### src/rtl/memtype_pkg.sv
package memtype_pkg;

   typedef enum logic [1:0] {
      WK_DEFAULT = 2'd0,
      WK_FIXED   = 2'd1,
      WK_BASE    = 2'd2,
      WK_MASK    = 2'd3
   } wr_kind_e;

   typedef enum logic [1:0] {
      V_OPEN     = 2'd0,
      V_PARTIAL  = 2'd1,
      V_UNCACHED = 2'd2
   } verdict_e;

   localparam logic [7:0] MT_UC       = 8'h00;
   localparam logic [7:0] MT_WT       = 8'h04;
   localparam logic [7:0] MT_WB       = 8'h06;
   localparam logic [7:0] MT_PARTIAL  = 8'hFE;
   localparam logic [7:0] MT_DISABLED = 8'hFF;

   localparam int PAGE_LSB      = 12;
   localparam int FIX_EN_BIT    = 10;
   localparam int VAR_EN_BIT    = 11;
   localparam int RANGE_VLD_BIT = 11;

   localparam int FIX64_SLOTS = 8;
   localparam int FIX16_SLOTS = 16;
   localparam int FIX4_SLOTS  = 64;
   localparam int FIX_SLOTS   = FIX64_SLOTS + FIX16_SLOTS + FIX4_SLOTS;
   localparam int FIX_IDX_W   = $clog2(FIX_SLOTS);

   // bit 8 set: the pair cannot be reconciled, walk must stop as uncachable
   function automatic logic [8:0] merge_types(input logic [7:0] a, input logic [7:0] b);
      if (a == MT_UC || b == MT_UC)                              return {1'b1, MT_UC};
      if ((a == MT_WB && b == MT_WT) || (a == MT_WT && b == MT_WB)) return {1'b0, MT_WT};
      if (a != b)                                                return {1'b1, MT_UC};
      return {1'b0, a};
   endfunction

endpackage

### src/rtl/memtype_regfile.sv
module memtype_regfile
   import memtype_pkg::*;
#(
   parameter  int ADDR_W    = 36,
   parameter  int NUM_VAR   = 8,
   parameter  bit HAS_FIXED = 1'b1,
   parameter  int IDX_W     = 7,
   localparam int SEL_W     = $clog2(NUM_VAR),
   localparam int PG_W      = ADDR_W - PAGE_LSB
)(
   input  logic                 clk,
   input  logic                 rst_n,
   input  logic                 busy,
   input  logic                 wr_fire,
   input  wr_kind_e             wr_kind,
   input  logic [IDX_W-1:0]     wr_idx,
   input  logic [ADDR_W-1:0]    wr_data,
   output logic [7:0]           def_type,
   output logic                 fix_en,
   output logic                 var_en,
   input  logic [SEL_W-1:0]     var_sel,
   output logic [PG_W-1:0]      var_base_pg,
   output logic [PG_W-1:0]      var_mask_pg,
   output logic [7:0]           var_type,
   output logic                 var_valid,
   input  logic [FIX_IDX_W-1:0] fix_sel,
   output logic [7:0]           fix_type
);

   logic [9:0] def_q;
   logic       unused_wr_bits;
   assign unused_wr_bits = ^wr_data[9:8];

   always_ff @(posedge clk) begin
      if (!rst_n)
         def_q <= '0;
      else if (wr_fire && wr_kind == WK_DEFAULT)
         def_q <= {wr_data[VAR_EN_BIT], wr_data[FIX_EN_BIT], wr_data[7:0]};
   end

   assign def_type = def_q[7:0];
   assign fix_en   = def_q[8];
   assign var_en   = def_q[9];

   logic [PG_W-1:0] base_arr [NUM_VAR];
   logic [PG_W-1:0] mask_arr [NUM_VAR];
   logic [7:0]      type_arr [NUM_VAR];
   logic            vld_arr  [NUM_VAR];

   for (genvar gi = 0; gi < NUM_VAR; gi++) begin : g_range
      logic [PG_W-1:0] b_pg, m_pg;
      logic [7:0]      ty;
      logic            vld;
      wire hit = wr_fire && wr_idx == IDX_W'(gi);
      always_ff @(posedge clk) begin
         if (!rst_n) begin
            b_pg <= '0;
            m_pg <= '0;
            ty   <= '0;
            vld  <= 1'b0;
         end else if (hit && wr_kind == WK_BASE) begin
            b_pg <= wr_data[ADDR_W-1:PAGE_LSB];
            ty   <= wr_data[7:0];
         end else if (hit && wr_kind == WK_MASK) begin
            m_pg <= wr_data[ADDR_W-1:PAGE_LSB];
            vld  <= wr_data[RANGE_VLD_BIT];
         end
      end
      assign base_arr[gi] = b_pg;
      assign mask_arr[gi] = m_pg;
      assign type_arr[gi] = ty;
      assign vld_arr[gi]  = vld;
   end

   assign var_base_pg = base_arr[var_sel];
   assign var_mask_pg = mask_arr[var_sel];
   assign var_type    = type_arr[var_sel];
   assign var_valid   = vld_arr[var_sel];

   if (HAS_FIXED) begin : g_fixed
      logic [7:0] fix_q [FIX_SLOTS];
      always_ff @(posedge clk) begin
         if (!rst_n) begin
            for (int i = 0; i < FIX_SLOTS; i++) fix_q[i] <= '0;
         end else if (wr_fire && wr_kind == WK_FIXED && wr_idx < IDX_W'(FIX_SLOTS)) begin
            fix_q[wr_idx] <= wr_data[7:0];
         end
      end
      assign fix_type = fix_q[fix_sel];
   end else begin : g_nofixed
      logic unused_fix_sel;
      assign unused_fix_sel = ^fix_sel;
      assign fix_type = '0;
   end

   // writes are held off for the whole walk
   p_def_frozen_r12: assert property (@(posedge clk) disable iff (!rst_n)
      busy |=> $stable(def_q));

endmodule

### src/rtl/memtype_fixed_index.sv
module memtype_fixed_index
   import memtype_pkg::*;
#(
   parameter  int ADDR_W = 36,
   localparam int PG_W   = ADDR_W - PAGE_LSB
)(
   input  logic [PG_W-1:0]      start_pg,
   output logic                 low_mb,
   output logic [FIX_IDX_W-1:0] idx
);

   // page bit k is address bit k+12
   assign low_mb = ~|start_pg[PG_W-1:8];

   always_comb begin
      case (start_pg[7:6])
         2'b10:   idx = FIX_IDX_W'(FIX64_SLOTS) + FIX_IDX_W'(start_pg[5:2]);
         2'b11:   idx = FIX_IDX_W'(FIX64_SLOTS + FIX16_SLOTS) + FIX_IDX_W'(start_pg[5:0]);
         default: idx = FIX_IDX_W'(start_pg[6:4]);
      endcase
   end

   // the three granularities stay inside the table
   always_comb begin
      a_idx_in_table_r4: assert (idx < FIX_IDX_W'(FIX_SLOTS));
   end

endmodule

### src/rtl/memtype_var_scan.sv
module memtype_var_scan
   import memtype_pkg::*;
#(
   parameter  int ADDR_W  = 36,
   parameter  int NUM_VAR = 8,
   localparam int SEL_W   = $clog2(NUM_VAR),
   localparam int PG_W    = ADDR_W - PAGE_LSB
)(
   input  logic              clk,
   input  logic              rst_n,
   input  logic              req_valid,
   input  logic [ADDR_W-1:0] req_start,
   input  logic [ADDR_W-1:0] req_end,
   output logic              busy,
   output logic              rsp_valid,
   output logic [7:0]        rsp_type,
   output logic [PG_W-1:0]   cur_start_pg,
   output logic [SEL_W-1:0]  var_sel,
   input  logic [PG_W-1:0]   var_base_pg,
   input  logic [PG_W-1:0]   var_mask_pg,
   input  logic [7:0]        var_type,
   input  logic              var_valid,
   input  logic [7:0]        def_type,
   input  logic              fix_en,
   input  logic              var_en,
   input  logic              fix_hit,
   input  logic [7:0]        fix_type
);

   logic              busy_q;
   logic [SEL_W-1:0]  sel_q;
   logic [PG_W-1:0]   start_q, last_q;
   verdict_e          verdict_q, verdict_n;
   logic              have_q, have_n;
   logic [7:0]        acc_q, acc_n, final_type;
   logic [ADDR_W-1:0] last_addr;
   logic              unused_low;

   assign last_addr  = req_end - ADDR_W'(1);
   assign unused_low = ^{req_start[PAGE_LSB-1:0], last_addr[PAGE_LSB-1:0]};

   wire last_sel = (sel_q == SEL_W'(NUM_VAR - 1));
   wire s_in     = (start_q & var_mask_pg) == (var_base_pg & var_mask_pg);
   wire e_in     = (last_q  & var_mask_pg) == (var_base_pg & var_mask_pg);

   always_comb begin
      logic [8:0] mr;
      verdict_n = verdict_q;
      have_n    = have_q;
      acc_n     = acc_q;
      mr        = merge_types(acc_q, var_type);
      if (verdict_q == V_OPEN && var_valid) begin
         if (s_in != e_in) begin
            verdict_n = V_PARTIAL;
         end else if (s_in) begin
            if (!have_q) begin
               have_n = 1'b1;
               acc_n  = var_type;
            end else begin
               acc_n = mr[7:0];
               if (mr[8]) verdict_n = V_UNCACHED;
            end
         end
      end
   end

   always_comb begin
      if (!fix_en && !var_en)         final_type = MT_DISABLED;
      else if (fix_en && fix_hit)     final_type = fix_type;
      else if (!var_en)               final_type = def_type;
      else if (verdict_n == V_PARTIAL)  final_type = MT_PARTIAL;
      else if (verdict_n == V_UNCACHED) final_type = MT_UC;
      else if (have_n)                final_type = acc_n;
      else                            final_type = def_type;
   end

   always_ff @(posedge clk) begin
      if (!rst_n) begin
         busy_q    <= 1'b0;
         sel_q     <= '0;
         start_q   <= '0;
         last_q    <= '0;
         verdict_q <= V_OPEN;
         have_q    <= 1'b0;
         acc_q     <= '0;
         rsp_valid <= 1'b0;
         rsp_type  <= '0;
      end else begin
         rsp_valid <= 1'b0;
         if (!busy_q) begin
            if (req_valid) begin
               busy_q    <= 1'b1;
               sel_q     <= '0;
               start_q   <= req_start[ADDR_W-1:PAGE_LSB];
               last_q    <= last_addr[ADDR_W-1:PAGE_LSB];
               verdict_q <= V_OPEN;
               have_q    <= 1'b0;
               acc_q     <= '0;
            end
         end else begin
            verdict_q <= verdict_n;
            have_q    <= have_n;
            acc_q     <= acc_n;
            if (last_sel) begin
               busy_q    <= 1'b0;
               rsp_valid <= 1'b1;
               rsp_type  <= final_type;
            end else begin
               sel_q <= sel_q + SEL_W'(1);
            end
         end
      end
   end

   assign busy         = busy_q;
   assign var_sel      = sel_q;
   assign cur_start_pg = start_q;

   // one range per clock, strobe only at the end of a walk
   p_scan_step_r2: assert property (@(posedge clk) disable iff (!rst_n)
      busy_q && !last_sel |=> busy_q && sel_q == $past(sel_q) + SEL_W'(1));
   p_rsp_after_walk_r2: assert property (@(posedge clk) disable iff (!rst_n)
      $rose(rsp_valid) |-> $past(busy_q) && !busy_q);
   p_rsp_single_r2: assert property (@(posedge clk) disable iff (!rst_n)
      rsp_valid |=> !rsp_valid);
   // disabled unit answers the marker
   p_disabled_code_r3: assert property (@(posedge clk) disable iff (!rst_n)
      rsp_valid && !fix_en && !var_en |-> rsp_type == MT_DISABLED);
   // an early verdict is not overwritten by later ranges
   p_verdict_sticky_r13: assert property (@(posedge clk) disable iff (!rst_n)
      busy_q && !last_sel && verdict_q != V_OPEN |=> verdict_q == $past(verdict_q));

endmodule

### src/rtl/memtype_resolver.sv
module memtype_resolver
   import memtype_pkg::*;
#(
   parameter  int ADDR_W    = 36,
   parameter  int NUM_VAR   = 8,
   parameter  bit HAS_FIXED = 1'b1,
   localparam int IDX_W     = $clog2(FIX_SLOTS > NUM_VAR ? FIX_SLOTS : NUM_VAR)
)(
   input  logic              clk,
   input  logic              rst_n,
   input  logic              wr_en,
   output logic              wr_ready,
   input  logic [1:0]        wr_kind,
   input  logic [IDX_W-1:0]  wr_idx,
   input  logic [ADDR_W-1:0] wr_data,
   input  logic              req_valid,
   input  logic [ADDR_W-1:0] req_start,
   input  logic [ADDR_W-1:0] req_end,
   output logic              busy,
   output logic              rsp_valid,
   output logic [7:0]        rsp_type
);

   localparam int SEL_W = $clog2(NUM_VAR);
   localparam int PG_W  = ADDR_W - PAGE_LSB;

   if (ADDR_W < 21 || ADDR_W > 64) begin : g_bad_addr_w
      $error("memtype_resolver: ADDR_W must lie in 21..64");
   end
   if (NUM_VAR < 2) begin : g_bad_num_var
      $error("memtype_resolver: NUM_VAR must be at least 2");
   end

   logic                 wr_fire;
   logic [7:0]           def_type, var_type, fix_type;
   logic                 fix_en, var_en, var_valid, low_mb;
   logic [SEL_W-1:0]     var_sel;
   logic [PG_W-1:0]      var_base_pg, var_mask_pg, cur_start_pg;
   logic [FIX_IDX_W-1:0] fix_idx;

   assign wr_ready = ~busy;
   assign wr_fire  = wr_en & ~busy;

   memtype_regfile #(
      .ADDR_W(ADDR_W), .NUM_VAR(NUM_VAR), .HAS_FIXED(HAS_FIXED), .IDX_W(IDX_W)
   ) u_regs (
      .clk, .rst_n, .busy, .wr_fire,
      .wr_kind     (wr_kind_e'(wr_kind)),
      .wr_idx, .wr_data,
      .def_type, .fix_en, .var_en,
      .var_sel, .var_base_pg, .var_mask_pg, .var_type, .var_valid,
      .fix_sel     (fix_idx),
      .fix_type
   );

   memtype_fixed_index #(.ADDR_W(ADDR_W)) u_fix_idx (
      .start_pg (cur_start_pg),
      .low_mb,
      .idx      (fix_idx)
   );

   memtype_var_scan #(.ADDR_W(ADDR_W), .NUM_VAR(NUM_VAR)) u_scan (
      .clk, .rst_n, .req_valid, .req_start, .req_end,
      .busy, .rsp_valid, .rsp_type, .cur_start_pg,
      .var_sel, .var_base_pg, .var_mask_pg, .var_type, .var_valid,
      .def_type, .fix_en, .var_en,
      .fix_hit  (HAS_FIXED && low_mb),
      .fix_type
   );

   // not-ready exactly while a walk runs
   p_wr_stall_r12: assert property (@(posedge clk) disable iff (!rst_n)
      $rose(busy) |-> !wr_ready);

endmodule

### config.mk
export PLATFORM = sky130hd
export DESIGN_NAME = memtype_resolver
export DESIGN_NICKNAME = d
export VERILOG_FILES = /design/src/rtl/memtype_pkg.sv /design/src/rtl/memtype_regfile.sv /design/src/rtl/memtype_fixed_index.sv /design/src/rtl/memtype_var_scan.sv /design/src/rtl/memtype_resolver.sv
export SDC_FILE = /design/constraint.sdc
export NUM_CORES = 2
export LEC_CHECK = 0
export BUFFER_PORTS_ARGS = -buffer_cell sky130_fd_sc_hd__buf_2
export CAP_MARGIN = 0
export CORE_UTILIZATION = 60
export DETAILED_ROUTE_END_ITERATION = 8
export GPL_TIMING_DRIVEN = 0
export PLACE_DENSITY = 0.77
export SLEW_MARGIN = 10
export SYNTH_ARGS = -nofsm -noshare
export SYNTH_HDL_FRONTEND = slang
export SYNTH_SLANG_ARGS = --single-unit
### constraint.sdc
create_clock -name clk -period 4.4 [get_ports clk]
set_clock_uncertainty 0.2 [all_clocks]
set_input_delay 0.66 -clock clk [delete_from_list [all_inputs] [get_ports clk]]
set_output_delay 0.66 -clock clk [all_outputs]
set_load 0.02 [all_outputs]
## Word-level counts from Yosys, hierarchy flattened

Memories as Yosys holds them, arrays and structs flattened.
Cells that the tools add are included.

| operators by class | value |
|---|---|
| reductions and logical operators | 57 |
| multiplexer cells | 63 |
| add/subtract/negate cells | 4 |
| equal/unequal tests | 24 |
| $lt $le $gt $ge | 2 |
| bitwise operators | 14 |

Operators with widths:

| kind | number |
|---|---|
| $bmux W24 S3 | 2 |
| $mux W8 | 15 |
| $mux W24 | 4 |
| $and A24 B24 Y24 | 3 |
| $mux W9 | 6 |
| $eq A24 B24 Y1 | 2 |
| $sub A36 B1 Y36 const B | 1 |
| $eq A8 B3 Y1 const B | 4 |
| $logic_and A1 B1 Y1 | 32 |
| $eq A7 B3 Y1 const B | 4 |
| $bmux W8 S3 | 1 |
| $reduce_and A2 Y1 | 12 |
| $mux W1 | 22 |
| $logic_not A8 Y1 | 2 |
| $reduce_or A16 Y1 | 1 |
| $eq A7 B2 Y1 const B | 2 |
| $mux W2 | 7 |
| $pmux W7 S2 | 1 |
| $eq A2 B2 Y1 const B | 5 |
| $mux W3 | 3 |
| $not A1 Y1 | 9 |
| $ne A8 B8 Y1 | 1 |
| $reduce_or A8 Y1 | 1 |
| $add A5 B6 Y7 const A | 1 |
| other kinds (18) | 23 |

| storage, ports and cells | value |
|---|---|
| input bits | 121 |
| word-level logic and storage cells | 207 |
| register bits | 538 |
| output and inout port bits | 11 |
| memories kept | 1 |
| RAM bits | 704 |

Memory list:

| memory | depth | bits a word | rd ports | clocked after memory_dff | wr ports | line | source |
|---|---|---|---|---|---|---|---|
| u_regs.g_fixed.fix_q | 88 | 8 | 1 | 0 | 88 | memtype_regfile.sv:81 | `logic [7:0] fix_q [FIX_SLOTS];` |

## Depth between registers and ports, before layout

| depth | value |
|---|---|
| depth after elaboration | 25 |
| gate-level depth with buffers | 15 |
| mapped depth without buffers | 11 |

## Hierarchy

A second synthesis with hierarchy kept.

| unflattened totals | value |
|---|---|
| cell total of the unflattened synthesis | 5,469 |
| area, all modules | 71,418.5 µm² |

Modules (own cells, without submodules):

| module | times used | seq. area each (µm²) | area each (µm²) | cells an instance |
|---|---|---|---|---|
| memtype_regfile | 1 | 40,078.4 | 66,636.4 | 4,853 |
| memtype_var_scan | 1 | 1,441.4 | 4,594.4 | 587 |
| memtype_fixed_index | 1 | 0.0 | 177.7 | 27 |
| memtype_resolver | 1 | 0.0 | 10.0 | 2 |

## Worst setup path before layout

Ideal clock, no wire load.

| timing path | value |
|---|---|
| path type | reg-to-reg |
| from | reg u_scan.sel_q[1] (netlist: u_scan.var_sel[1]) |
| to | reg u_scan.rsp_type[6] |
| stages on the path, launching flop included | 14 |
| path slack | 853 ps |
| arrival time | 3,273 ps |
| period minus slack after synthesis | 3,547 ps |
| library setup time | 74 ps |
| path buffers | 4 |
| data required time | 4,126 ps |
| path through | dfxtp_1 clkbuf_1 clkbuf_1 buf_1 mux4_2 mux2i_1 o22ai_1 nor4_2 nand4_1 or2_1 buf_6 a221oi_2 o221ai_1 a31oi_1 |

| between the ends | value |
|---|---|
| word-level cells in the longest chain between the ends | 23 |
| elaborated cells between the ends (all ways) | 61 |
| those cells by class | eq/ne: 9; mux: 41; bitwise: 4; reduce/logical: 7 |

RTL lines:

| element | line | source |
|---|---|---|
| from (decl) | memtype_var_scan.sv:31 | `logic [SEL_W-1:0] sel_q;` |
| from (signal assigned) | memtype_var_scan.sv:109 | `sel_q <= sel_q + SEL_W'(1);` |
| $not A3 Y4 (not written as such) | n/a |  |
| $bmux W8 S3 | memtype_regfile.sv:77 | `assign var_type = type_arr[var_sel];` |
| $mux W8 (not written as such) (2 in series) | memtype_regfile.sv:77 |  |
| $eq A8 B3 Y1 | memtype_pkg.sv:36 | `if ((a == MT_WB && b == MT_WT) \|\| (a == MT_WT && b == MT_WB)) return {1'b0, MT_WT};` |
| $logic_and A1 B1 Y1 | memtype_pkg.sv:36 |  |
| $logic_or A1 B1 Y1 | memtype_pkg.sv:36 |  |
| $mux W9 | memtype_pkg.sv:36 |  |
| $mux W9 | memtype_pkg.sv:37 | `if (a != b) return {1'b1, MT_UC};` |
| [6 not listed] | n/a |  |
| $mux W2 | memtype_var_scan.sv:53 | `if (s_in != e_in) begin` |
| $mux W2 | memtype_var_scan.sv:52 | `if (verdict_q == V_OPEN && var_valid) begin` |
| $eq A2 B2 Y1 | memtype_var_scan.sv:72 | `else if (verdict_n == V_UNCACHED) final_type = MT_UC;` |
| $mux W8 | memtype_var_scan.sv:72 |  |
| $mux W8 | memtype_var_scan.sv:71 | `else if (verdict_n == V_PARTIAL) final_type = MT_PARTIAL;` |
| $mux W8 | memtype_var_scan.sv:70 | `else if (!var_en) final_type = def_type;` |
| $mux W8 | memtype_var_scan.sv:69 | `else if (fix_en && fix_hit) final_type = fix_type;` |
| $mux W8 | memtype_var_scan.sv:68 | `if (!fix_en && !var_en) final_type = MT_DISABLED;` |
| to (signal assigned) | memtype_var_scan.sv:107 | `rsp_type <= final_type;` |
| to (decl) | memtype_var_scan.sv:16 | `output logic [7:0] rsp_type,` |

Parallel ways exist; a longest one is shown, timed or not. The select of a mux whose other input is x is not followed.
A chain may end at the register's enable or synchronous reset.

## Worst setup path after layout

| timing path | value |
|---|---|
| from | reg u_scan.start_q[6] (netlist: u_scan.cur_start_pg[6]) |
| to | reg u_scan.rsp_type[6] |

| between the ends | value |
|---|---|
| word-level cells in the longest chain between the ends | 11 |
| elaborated cells between the ends (all ways) | 24 |
| those cells by class | eq/ne: 6; mux: 16; bitwise: 1; memory: 1 |

RTL lines:

| element | line | source |
|---|---|---|
| from (decl) | memtype_var_scan.sv:32 | `logic [PG_W-1:0] start_q, last_q;` |
| from (signal assigned) | memtype_var_scan.sv:94 | `start_q <= req_start[ADDR_W-1:PAGE_LSB];` |
| $and A24 B24 Y24 | memtype_var_scan.sv:43 | `wire s_in = (start_q & var_mask_pg) == (var_base_pg & var_mask_pg);` |
| $eq A24 B24 Y1 | memtype_var_scan.sv:43 |  |
| $mux W2, or another cell as far along | memtype_var_scan.sv:55 | `end else if (s_in) begin` |
| $mux W2, or another cell as far along | memtype_var_scan.sv:53 |  |
| $mux W2, or another cell as far along | memtype_var_scan.sv:52 |  |
| $eq A2 B2 Y1 / $mux W8 (equally long branches) | memtype_var_scan.sv:72, memtype_var_scan.sv:73 |  |
| $mux W8 | memtype_var_scan.sv:72 |  |
| $mux W8 | memtype_var_scan.sv:71 |  |
| $mux W8 | memtype_var_scan.sv:70 |  |
| $mux W8 (*) | memtype_var_scan.sv:69 |  |
| $mux W8 (*) | memtype_var_scan.sv:68 |  |

Mark *: on every way between the ends. The rest lies on a longest branch, timed or not.

==> impl_metrics.yaml <==
pwr:
  peakVddDrop_v: 0.0003692
  leakage_nw: 28.42
  finalPower_mw: 33.23
  p_per_area_nw_per_um2: 414.9
timing:
  hold_ws_ps: 25.54
  slew_headroom_pct: -8.346
  rsz0062_at_grt: "yes"
  min_period_ps: 4721
  drv_slew: 11
  setup_ws_ps: -321.3
  finalSetupViolCount: 64
  fin_crit_sh_pct: 107.3
  max_freq_mhz: 211.8
  worstMarginPinSlew_ps: 1625
  fin_setup_tns_ps: -4393
  hold_viol_final: 0
hold_path:
  hold_path_startpoint: "req_end[28]"
  min_path_type: "in -> reg"
setup_path:
  path_buf_inv: 5
  cp_common_cell: "buf_2"
  startpoint: "u_scan.cur_start_pg[6]"
  critPathMaxStageDelay_ps: 480
  path_cells: "buf_2 -> mux2_2 -> a21o_1 -> clkbuf_1 -> buf_2 -> buf_4 -> clkbuf_4 -> nand3_1 -> a31oi_2 -> a32oi_2 -> mux2i_2 -> nor2_1 -> o21ai_1 -> a31oi_1"
  path_class: "reg -> reg"
  critPathMaxFanout: 10
  cpMaxStageDelayCell: "a31oi_2"
  crit_path_start_kind: "flop"
  critical-path-top-delay-family: "buffers and inverters"
  r2r_start: "u_scan.cur_start_pg[6]"
  required_ps: 4840
  critPathArrivalTime_ps: 5160
  end_kind: "flop"
grt:
  grt_first_pass_wirelength_mm: 373.4
  grt_antenna_before_repair: 25
  overflow: 0
  grt_pass1_vias: 53400
  grt_start_max_net_pins: 48
  grt_usage_pct: 45.72
synth:
  synth_cells: 6544
  yosys_warnings: 0
  synth-simple-area-share_pct: 20.41
  yosysTopAreaCellShare_pct: 44.36
  synth.largest_area_cell: "edfxtp_1"
  ys_ff_latch: 1562
  synth_top_family_by_area: "simple AND/OR/NAND/NOR gates"
  synth_edf_count: 1024
  synth_fa_ha_area_share_pct: 0.05415
  synth_cell_types: 67
  syn_area_um2: 69320
  yosysSeqAreaShare_pct: 59.90
  synth_ff_type: "edfxtp_1"
  synth-compound-area-share_pct: 7.931
  syn_area_per_cell_um2: 10.59
  synth.most_common_cell: "nand2_1"
  async_reset_ff_share_pct: 0
  synth_xor_area_share_pct: 0.9350
  synth_area_leaders: "edfxtp_1 44%, dfxtp_1 16%, nand2_1 9.2%"
  synthTopCellsByCount: "1692 x nand2_1, 1024 x edfxtp_1, 710 x and2_1"
  synthMuxAreaShare_pct: 7.625
place:
  hpwl_mm: 190.2
  dpl_cell_area_um2: 72960
  io_buffers: 88
  gp_congestion: 1.116
final_layout:
  area_growth_pct: 15.54
  seqCellArea_um2: 41520
  nFillCells: 8394
  fin_nets: 7291
  layout-drive-gt1-share_pct: 11.09
  multi_input_area_um2: 27630
  design_area_um2: 80090
detailed_routing:
  drt_first_iter_violations: 9721
  post_drt_wl_per_cell_um: 30.84
  vias_per_cell: 6.582
  wirelength_mm: 271.9
  drt_pre_antenna_iters: 9
  ant_nets: 0
  drc: 12
  route.vias.total: 58030
status:
  outcome: "complete, but fails checks"
  violations: "design-rule violations, max-capacitance violations, max-slew violations, negative setup slack"
clock_tree:
  root_buffer: "clkbuf_16"
  path_clk_slew_ps: 60
  numCtsBuffers: 158
  cts_sinks: 1562
  cts_tree: "built"
  clk_path_buf_depth: 3
  htreeDepth: 4
  worstSkewPairLatency_ps: 800
die:
  initial_utilization_pct: 60.54
  ioPinCount: 132
  fp-row-count: 124
  dieArea_um2: 116900
  core_um2: 114500
  die_h_um: 341.9
  die_w_um: 341.9
flow_run:
  drv_cap: 1
kinds of logic (layout without fill, tap and decap cells):
family,Yosys count,in the layout
DFF,1562,1562
other,1,331
buffers and inverters,548,979
muxes,353,353
AOI/OAI and AO/OA,943,943
and+or+nand+nor,3060,3060
xor gates and xnor gates,74,74
adders and majority gates,3,3
power by group:
group          leakage (nW)  switching [mW]  internal (mW)  total (mW)
combinational          11.0            2.20          0.674        2.87
sequential             14.8           0.165           16.1        16.3
clock                  2.63            6.00           8.10        14.1
total                  28.4            8.36           24.9        33.2
what timing repair did:
item	4_1_cts	5_1_grt
gates resized for setup	308	175
hold endpoints to repair	32	0
setup endpoints to repair	22	112
hold buffers	32	0
buffers inserted	11	5
pin swaps	8	10
registers in the layout, summed over array words and instances (netlist names), 10 cells and up:
signal,count
u_regs.def_q,10
u_regs.g_range.b_pg,192
u_scan.cur_start_pg,24
u_regs.g_range.m_pg,192
u_regs.g_range.ty,64
u_regs.g_fixed.fix_q,1024
u_scan.last_q,24
final cells by class:
type / count / share of cell area, %
sequential: 1562 / 51.84
multi-input combinational: 4753 / 34.49
clock buffer: 209 / 5.621
buffer: 533 / 3.262
tap: 1512 / 2.362
timing repair buffer: 146 / 1.245
clock inverter: 78 / 1.080
inverter: 13 / 0.06093
antenna: 11 / 0.03437
metal layers:
metal / global-route usage (%) / vias to the layer above / share of wire, %
met5: 1.062 / - / 0.16
met4: 23.64 / 22 / 6.3
met3: 21.18 / 1057 / 18
met2: 63.05 / 5108 / 41
met1: 60.04 / 27970 / 35
li1: - / 23870 / -
layout by cell type, fill, tap and decap left out, drive strengths merged, types with 186 or more instances in the layout:
| cell type | instances |
|---|---|
| mux2i | 207 |
| buf | 186 |
| clkbuf | 665 |
| edfxtp | 1024 |
| nand3 | 404 |
| a21oi | 527 |
| conb | 320 |
| dfxtp | 538 |
| nand2 | 1692 |
| and2 | 710 |
stage by stage:
stage               cells  setup slack (ps)  utilization (%)
CTS                  8801             1.043            69.42
floorplan            6863             852.7                -
detailed placement   8472             -2322            63.72
finish               8817            -321.3            69.95
global route         8806            -185.0            69.92
global placement     8463             -2362            63.62
worst reg2reg max path, cell delays in order (launching register included):
cell	delay [ps]
dfxtp_1	300
buf_2	230
mux2_2	290
a21o_1	140
clkbuf_1	180
buf_2	440
buf_4	380
clkbuf_4	420
nand3_1	180
a31oi_2	480
a32oi_2	310
mux2i_2	450
nor2_1	90
o21ai_1	340
a31oi_1	160
worst paths after layout:
check                                                  end  slack (ps)  depth (start not counted)
worst max-delay path                    u_scan.rsp_type[6]        -320                         14
worst min-delay path                     u_scan.last_q[16]          30                          3
worst max register to register          u_scan.rsp_type[6]        -320                         14
worst min register to register  u_regs.g_range[7].b_pg[12]         250                          2
Note: power is estimated with default switching activity, not from simulation.
